**config.mk**
```make
export PLATFORM = sky130hd
export DESIGN_NAME = rsr_redirect_unit
export DESIGN_NICKNAME = d
export VERILOG_FILES = /design/src/rtl/rsr_pkg.sv /design/src/rtl/rsr_regfile.sv /design/src/rtl/rsr_map_table.sv /design/src/rtl/rsr_slot.sv /design/src/rtl/rsr_redirect_unit.sv
export SDC_FILE = /design/constraint.sdc
export NUM_CORES = 2
export LEC_CHECK = 0
export ABC_AREA = 1
export BUFFER_PORTS_ARGS = -buffer_cell sky130_fd_sc_hd__buf_2
export CAP_MARGIN = 30
export CORE_UTILIZATION = 27
export DETAILED_ROUTE_END_ITERATION = 6
export PLACE_DENSITY = 0.45
export SYNTH_ARGS = -nofsm -noshare
export SYNTH_HDL_FRONTEND = slang
export SYNTH_SLANG_ARGS = --single-unit
export TNS_END_PERCENT = 10
```
**constraint.sdc**
```tcl
create_clock -name clk -period 5.2 [get_ports clk]
set_input_delay 0 -clock clk [delete_from_list [all_inputs] [get_ports clk]]
set_output_delay 0 -clock clk [all_outputs]
set_load 0.05 [all_outputs]
```
**src/rtl/rsr_pkg.sv**
```systemverilog
`timescale 1ns/1ps
package rsr_pkg;
  // discipline of one customized slot
  typedef enum logic [1:0] {
    K_NQ   = 2'd0,  // queue, read does not consume
    K_DQ   = 2'd1,  // queue, read consumes
    K_STK  = 2'd2,  // last in first out
    K_CIRC = 2'd3   // wrapping read/write pointers
  } kind_e;

  // fixed discipline per slot index
  function automatic kind_e kind_of(input int idx);
    case (idx)
      2:       return K_DQ;
      3:       return K_STK;
      4:       return K_CIRC;
      default: return K_NQ;
    endcase
  endfunction
endpackage

```
**src/rtl/rsr_regfile.sv**
```systemverilog
`timescale 1ns/1ps
module rsr_regfile #(
  parameter int NREG   = 16,
  parameter int DATA_W = 32,
  localparam int SPEC_W = $clog2(NREG)
) (
  input  logic              clk,
  input  logic              rst_n,
  input  logic              we_i,
  input  logic [SPEC_W-1:0] waddr_i,
  input  logic [DATA_W-1:0] wdata_i,
  input  logic [SPEC_W-1:0] raddr_i,
  output logic [DATA_W-1:0] rdata_o
);
  logic [DATA_W-1:0] regs_q [NREG];

  always_ff @(posedge clk) begin
    if (!rst_n) begin
      for (int i = 0; i < NREG; i++) regs_q[i] <= '0;
    end else if (we_i) begin
      regs_q[waddr_i] <= wdata_i;
    end
  end

  assign rdata_o = regs_q[raddr_i];
endmodule

```
**src/rtl/rsr_map_table.sv**
```systemverilog
`timescale 1ns/1ps
module rsr_map_table #(
  parameter int NREG    = 16,
  parameter int NSTRUCT = 5,
  localparam int SPEC_W = $clog2(NREG),
  localparam int SEL_W  = $clog2(NSTRUCT)
) (
  input  logic               clk,
  input  logic               rst_n,
  input  logic               cmd_en_i,
  input  logic               cmd_unmap_i,
  input  logic [SPEC_W-1:0]  cmd_spec_i,
  input  logic [SEL_W-1:0]   cmd_sel_i,
  input  logic [SPEC_W-1:0]  rd_spec_i,
  output logic               rd_hit_o,
  output logic [SEL_W-1:0]   rd_sel_o,
  input  logic [SPEC_W-1:0]  wr_spec_i,
  output logic               wr_hit_o,
  output logic [SEL_W-1:0]   wr_sel_o,
  output logic [NSTRUCT-1:0] clr_o,
  output logic [NSTRUCT-1:0] load_o,
  output logic [NREG-1:0]    valid_o
);
  logic [NREG-1:0]  valid_q;
  logic [SEL_W-1:0] sel_q [NREG];
  logic             sel_ok;
  logic             do_map, do_unmap;

  assign sel_ok   = {1'b0, cmd_sel_i} < (SEL_W+1)'(NSTRUCT);
  assign do_map   = cmd_en_i && !cmd_unmap_i && sel_ok;
  assign do_unmap = cmd_en_i && cmd_unmap_i && valid_q[cmd_spec_i];

  always_ff @(posedge clk) begin
    if (!rst_n) begin
      valid_q <= '0;
      for (int i = 0; i < NREG; i++) sel_q[i] <= '0;
    end else if (do_map) begin
      valid_q[cmd_spec_i] <= 1'b1;
      sel_q[cmd_spec_i]   <= cmd_sel_i;
    end else if (do_unmap) begin
      valid_q[cmd_spec_i] <= 1'b0;
    end
  end

  for (genvar s = 0; s < NSTRUCT; s++) begin : g_slot_ctl
    assign load_o[s] = do_map && (cmd_sel_i == SEL_W'(s));
    assign clr_o[s]  = load_o[s] || (do_unmap && (sel_q[cmd_spec_i] == SEL_W'(s)));
  end

  assign rd_hit_o = valid_q[rd_spec_i];
  assign rd_sel_o = sel_q[rd_spec_i];
  assign wr_hit_o = valid_q[wr_spec_i];
  assign wr_sel_o = sel_q[wr_spec_i];
  assign valid_o  = valid_q;
endmodule

```
**src/rtl/rsr_slot.sv**
```systemverilog
`timescale 1ns/1ps
module rsr_slot #(
  parameter rsr_pkg::kind_e KIND = rsr_pkg::K_NQ,
  parameter int DATA_W    = 32,
  parameter int MAX_DEPTH = 8,
  localparam int PW = $clog2(MAX_DEPTH),
  localparam int CW = $clog2(MAX_DEPTH + 1)
) (
  input  logic              clk,
  input  logic              rst_n,
  input  logic              clr_i,
  input  logic              load_i,
  input  logic [CW-1:0]     depth_i,
  input  logic              rd_i,
  input  logic              wr_i,
  input  logic [DATA_W-1:0] wdata_i,
  output logic [DATA_W-1:0] rdata_o,
  output logic              ovf_o,
  output logic              unf_o
);
  logic [DATA_W-1:0] mem_q [MAX_DEPTH];
  logic [PW-1:0]     rp_q, wp_q, rp_n, wp_n, waddr;
  logic [CW-1:0]     cnt_q, cnt_n, dep_q;
  logic              we;
  logic              empty, full;

  // pointer step that wraps at the active depth
  function automatic logic [PW-1:0] wrap_inc(input logic [PW-1:0] p,
                                             input logic [CW-1:0] d);
    logic [CW-1:0] n;
    n = CW'(p) + CW'(1);
    return (n >= d) ? '0 : PW'(n);
  endfunction

  assign empty = (cnt_q == '0);
  assign full  = (cnt_q == dep_q);

  if (KIND == rsr_pkg::K_NQ) begin : g_nq
    always_comb begin
      rdata_o = empty ? '0 : mem_q[rp_q];
      unf_o   = rd_i && empty;
      ovf_o   = 1'b0;
      we      = wr_i;
      waddr   = wp_q;
      wp_n    = wr_i ? wrap_inc(wp_q, dep_q) : wp_q;
      rp_n    = (wr_i && full) ? wrap_inc(rp_q, dep_q) : rp_q;
      cnt_n   = (wr_i && !full) ? cnt_q + CW'(1) : cnt_q;
    end
  end else if (KIND == rsr_pkg::K_DQ) begin : g_dq
    logic pop, push;
    always_comb begin
      pop     = rd_i && !empty;
      push    = wr_i && (!full || pop);
      rdata_o = empty ? '0 : mem_q[rp_q];
      unf_o   = rd_i && empty;
      ovf_o   = wr_i && !push;
      we      = push;
      waddr   = wp_q;
      wp_n    = push ? wrap_inc(wp_q, dep_q) : wp_q;
      rp_n    = pop ? wrap_inc(rp_q, dep_q) : rp_q;
      case ({push, pop})
        2'b10:   cnt_n = cnt_q + CW'(1);
        2'b01:   cnt_n = cnt_q - CW'(1);
        default: cnt_n = cnt_q;
      endcase
    end
  end else if (KIND == rsr_pkg::K_STK) begin : g_stk
    logic          pop;
    logic [PW-1:0] top;
    always_comb begin
      top     = PW'(cnt_q - CW'(1));
      pop     = rd_i && !empty;
      rdata_o = empty ? '0 : mem_q[top];
      unf_o   = rd_i && empty;
      ovf_o   = wr_i && full && !pop;
      rp_n    = rp_q;
      wp_n    = wp_q;
      we      = 1'b0;
      waddr   = top;
      cnt_n   = cnt_q;
      if (wr_i && pop) begin
        we = 1'b1;
      end else if (wr_i && !full) begin
        we    = 1'b1;
        waddr = PW'(cnt_q);
        cnt_n = cnt_q + CW'(1);
      end else if (pop) begin
        cnt_n = cnt_q - CW'(1);
      end
    end
  end else begin : g_circ
    always_comb begin
      rdata_o = mem_q[rp_q];
      unf_o   = 1'b0;
      ovf_o   = 1'b0;
      we      = wr_i;
      waddr   = wp_q;
      wp_n    = wr_i ? wrap_inc(wp_q, dep_q) : wp_q;
      rp_n    = rd_i ? wrap_inc(rp_q, dep_q) : rp_q;
      cnt_n   = cnt_q;
    end
  end

  always_ff @(posedge clk) begin
    if (!rst_n) begin
      for (int i = 0; i < MAX_DEPTH; i++) mem_q[i] <= '0;
      rp_q  <= '0;
      wp_q  <= '0;
      cnt_q <= '0;
      dep_q <= CW'(MAX_DEPTH);
    end else begin
      if (we) mem_q[waddr] <= wdata_i;
      if (clr_i) begin
        rp_q  <= '0;
        wp_q  <= '0;
        cnt_q <= '0;
      end else begin
        rp_q  <= rp_n;
        wp_q  <= wp_n;
        cnt_q <= cnt_n;
      end
      if (load_i) dep_q <= depth_i;
    end
  end
endmodule

```
**src/rtl/rsr_redirect_unit.sv**
```systemverilog
`timescale 1ns/1ps
module rsr_redirect_unit #(
  parameter int NREG      = 16,
  parameter int DATA_W    = 32,
  parameter int NSTRUCT   = 5,
  parameter int MAX_DEPTH = 8,
  localparam int SPEC_W = $clog2(NREG),
  localparam int SEL_W  = $clog2(NSTRUCT),
  localparam int DF_W   = $clog2(MAX_DEPTH),
  localparam int CW     = $clog2(MAX_DEPTH + 1)
) (
  input  logic              clk,
  input  logic              rst_n,
  input  logic              map_en_i,
  input  logic              map_unmap_i,
  input  logic [SPEC_W-1:0] map_spec_i,
  input  logic [DF_W-1:0]   map_depth_i,
  input  logic [SEL_W-1:0]  map_sel_i,
  input  logic              wr_en_i,
  input  logic [SPEC_W-1:0] wr_spec_i,
  input  logic [DATA_W-1:0] wr_data_i,
  input  logic              rd_en_i,
  input  logic [SPEC_W-1:0] rd_spec_i,
  output logic [DATA_W-1:0] rd_data_o,
  output logic              ovf_o,
  output logic              unf_o
);
  // named internal events, observed by the checker
  logic               rd_hit, wr_hit;
  logic [SEL_W-1:0]   rd_sel, wr_sel;
  logic [NSTRUCT-1:0] slot_clr, slot_load;
  logic [NSTRUCT-1:0] rd_fire, wr_fire;
  logic [NSTRUCT-1:0] slot_ovf, slot_unf;
  logic [NREG-1:0]    tbl_valid;
  logic [DATA_W-1:0]  slot_rdata [NSTRUCT];
  logic [DATA_W-1:0]  rf_rdata;
  logic [CW-1:0]      active_depth;

  assign active_depth = CW'(map_depth_i) + CW'(1);

  rsr_map_table #(.NREG(NREG), .NSTRUCT(NSTRUCT)) u_table (
    .clk        (clk),
    .rst_n      (rst_n),
    .cmd_en_i   (map_en_i),
    .cmd_unmap_i(map_unmap_i),
    .cmd_spec_i (map_spec_i),
    .cmd_sel_i  (map_sel_i),
    .rd_spec_i  (rd_spec_i),
    .rd_hit_o   (rd_hit),
    .rd_sel_o   (rd_sel),
    .wr_spec_i  (wr_spec_i),
    .wr_hit_o   (wr_hit),
    .wr_sel_o   (wr_sel),
    .clr_o      (slot_clr),
    .load_o     (slot_load),
    .valid_o    (tbl_valid)
  );

  rsr_regfile #(.NREG(NREG), .DATA_W(DATA_W)) u_rf (
    .clk    (clk),
    .rst_n  (rst_n),
    .we_i   (wr_en_i && !wr_hit),
    .waddr_i(wr_spec_i),
    .wdata_i(wr_data_i),
    .raddr_i(rd_spec_i),
    .rdata_o(rf_rdata)
  );

  for (genvar s = 0; s < NSTRUCT; s++) begin : g_slot
    localparam rsr_pkg::kind_e K = rsr_pkg::kind_of(s);
    assign rd_fire[s] = rd_en_i && rd_hit && (rd_sel == SEL_W'(s));
    assign wr_fire[s] = wr_en_i && wr_hit && (wr_sel == SEL_W'(s));
    rsr_slot #(.KIND(K), .DATA_W(DATA_W), .MAX_DEPTH(MAX_DEPTH)) u_slot (
      .clk    (clk),
      .rst_n  (rst_n),
      .clr_i  (slot_clr[s]),
      .load_i (slot_load[s]),
      .depth_i(active_depth),
      .rd_i   (rd_fire[s]),
      .wr_i   (wr_fire[s]),
      .wdata_i(wr_data_i),
      .rdata_o(slot_rdata[s]),
      .ovf_o  (slot_ovf[s]),
      .unf_o  (slot_unf[s])
    );
  end

  assign rd_data_o = rd_hit ? slot_rdata[rd_sel] : rf_rdata;
  assign ovf_o     = |slot_ovf;
  assign unf_o     = |slot_unf;
endmodule

```
==> impl_metrics.json <==
{
  "die_width_um": 572.6,
  "core_area_um2": 324000,
  "row_count": 209,
  "critPathTopFamily": "compound AO/OA/AOI/OAI gates",
  "synthCells": 8684,
  "p_per_area_nw_per_um2": 348.3,
  "path_clk_slew_ns": 0.06,
  "dr.pass1.iters": 7,
  "setup_tns_ns": 0,
  "place_area_um2": 93710,
  "synth_mux_area_share_pct": 0.2847,
  "die_h_um": 572.6,
  "synthSimpleGateAreaFrac_pct": 17.81,
  "synth_fp_nets": 8793,
  "gp_congestion": 0.8809,
  "cap_violations": 0,
  "ys_seq_elements": 1928,
  "synth_xor_area_share_pct": 0.2591,
  "port_buffers": 89,
  "timing.final.ws_setup_ns": 0.2023,
  "synth_top_family_by_area": "simple AND/OR/NAND/NOR gates",
  "worstPathMaxFanout": 40,
  "wl_per_cell_um": 26.35,
  "avgViaCountPerCell": 5.190,
  "wl_met3_um": 25600,
  "cts_setup_buffers": 0,
  "cp_slowest_cell": "inv_2",
  "grt_pass1_wl_um": 485600,
  "yosysSeqAreaShare_pct": 64.87,
  "ys_types": 50,
  "synth_edf_count": 1840,
  "r2r_start": "u_table.sel_q[8][1]",
  "synth-compound-area-share_pct": 11.40,
  "violations": "design-rule violations",
  "grt_max_degree": 173,
  "finalNetCount": 8643,
  "numCtsBuffers": 220,
  "critPathArrivalTime_ns": 5.00,
  "clk_path_buf_depth": 4,
  "cp_common_cell": "o21ai_0",
  "r2r_slack_ns": 1.20,
  "cpPeakStageDelay_ns": 0.70,
  "placed_cells": 12573,
  "critPathRequiredTime_ns": 5.20,
  "grt_use_total_pct": 20.34,
  "worst_slew_pin_slew_ns": 1.036,
  "fin_area_um2": 101000,
  "cts_tree": "built",
  "drive_above_1_share_pct": 9.237,
  "drt_wl_total_um": 343400,
  "hold_viol": 0,
  "rsz0062_at_grt": "false",
  "leakagePower_nw": 37.16,
  "drc": 24,
  "drt-met1-wl_um": 152300,
  "critPathCapture": "rd_data_o[23]",
  "critPathBufInv": 4,
  "fmax_mhz": 200.1,
  "vias": 67646,
  "avgSynthCellArea_um2": 10.12,
  "dieArea_um2": 327800,
  "p_total_mw": 35.18,
  "fin_hold_ws_ns": 0.04852,
  "synth-async-reset-ratio_pct": 0,
  "peakVddDrop_mv": 0.2899,
  "setup-violations-final": 0,
  "final_common_cell": "nor2_1",
  "ant_nets": 0,
  "critPathKind": "flip-flop to primary output",
  "hp-start": "wr_data_i[27]",
  "skew_ns": 0.06322,
  "highest_layer": "met5",
  "synth_warnings": 0,
  "drv_slew": 0,
  "worstSkewPairLatency_ns": 0.91,
  "final_cell_mix": "2855 x nor2_1, 1840 x edfxtp_1, 834 x o21ai_0, 672 x nand2_1, 242 x buf_4",
  "dpl_worst_slack_ns": 1.024,
  "overflow": 0,
  "cts_root_buf": "clkbuf_16",
  "synth_adder_area_share_pct": 0.7630,
  "cts_htree_levels": 4,
  "io_pins": 90,
  "cp.depth": 10,
  "netlist_area_um2": 87890,
  "start_kind": "flip-flop",
  "worstRegToRegCells": 17,
  "critPathCaptureType": "primary output",
  "cts_sinks": 1928,
  "slew_headroom_pct": 30.22,
  "first_global_vias": 64044,
  "path_cells": "inv_2, buf_4, o21ai_0, o221ai_1, nand4_1, o21ai_0, o21ai_0, buf_4, a21oi_1, buf_12",
  "wl_met2_um": 153300,
  "dp_hpwl_um": 209600,
  "r2r-end": "g_slot[1].u_slot.mem_q[7][28]",
  "fin_util_pct": 31.17,
  "synth-main-ff-cell": "edfxtp_1",
  "drt_iter0_markers": 7869,
  "fin_cells": 13033,
  "area_growth_pct": 14.92,
  "status": "complete, but fails checks",
  "layout_min_cycle_time_ns": 4.998,
  "hp-class": "input port to flip-flop",
  "antenna_found_initial": 25,
  "start_util_pct": 27.13,
  "finalCritPeriodShare_pct": 96.11
}
==> kinds of logic (layout without fill, tap and decap cells) <==
group                      after synthesis  count (layout)
other                                    0               4
DFF                                   1928            1928
adders and majority gates               53              53
and+or+nand+nor                       3976            3976
xor gates and xnor gates                26              26
muxes                                   25              25
buffers and inverters                 1025            1045
AOI/OAI and AO/OA                     1651            1651
==> timing repair <==
item	CTS	global route
endpoints found under the hold margin	774	0
gates resized for setup	0	2
hold buffers	56	0
endpoints found under the setup margin	0	2
==> tightest hold or removal path, stage by stage <==
cell and delay [ns]:
buf_2 0.11, clkinv_2 0.50, nor2_1 0.10
==> cell usage after synthesis (all sizes together) (5+ instances only) <==
master	instances	area [um^2]
o22ai	133	832.1
ha	52	650.6
o211a	26	260.3
o211ai	55	412.9
clkinv	5	18.77
a21oi	231	1156
nand3	200	1011
o2111ai	9	78.83
o21a	6	45.04
xor2	16	140.1
edfxtp	1840	55250
a311oi	26	227.7
xnor2	10	87.58
o21ai	843	4219
nor2	2867	10820
a22oi	20	150.1
inv	219	824.5
o221ai	149	1305
o32ai	82	718.2
mux2i	25	250.2
or2	15	93.84
clkbuf	658	2470
nand2	709	2706
nand4	23	143.9
buf	143	744.5
a221oi	60	525.5
dfxtp	88	1762
nor3	156	835.8
==> per-layer routing <==
layer  vias up  global-route usage (%)
met3       465                   2.921
met1     34356                   29.02
met2      2879                   31.47
met4         8                   6.788
met5         -                       0
li1      29938                       -
==> cell type report <==
class                   count  area (um^2)
clock buffers             314         6071
inverters                 224        882.1
well taps                4325         5411
flip-flops and latches   1928        57050
repair buffers            429         4074
fillers                 33107       223000
clock inverters            78        536.8
diodes                      4        10.01
multi-input cells        5731        26970
==> report_power, final <==
part           leakage [nW]  switching [mW]  internal (mW)
combinational          14.4            2.04          0.624
clock                  3.23            6.52           8.31
sequential             19.5           0.168           17.5
==> sequential cells by signal (all words and copies together), names as in the netlist, named ones only <==
name,cells
u_rf.regs_q,512
u_table.sel_q,48
g_slot.u_slot.dep_q,20
g_slot.u_slot.cnt_q,16
g_slot.u_slot.waddr,12
g_slot.u_slot.rp_q,12
g_slot.u_slot.mem_q,1280
==> how the worst min path moves through the flow <==
stage,end,slack [ns],cells after the start
after floorplan,g_slot[1].u_slot.dep_q[0],0.09,1
after global placement,g_slot[2].u_slot.dep_q[3],0.38,3
after detailed placement,g_slot[2].u_slot.dep_q[3],0.38,3
after CTS,g_slot[2].u_slot.mem_q[4][27],0.02,3
after global routing,g_slot[2].u_slot.mem_q[4][27],0.05,3
final,g_slot[1].u_slot.mem_q[2][27],0.05,3
Note: power is estimated with default switching activity, not from simulation.
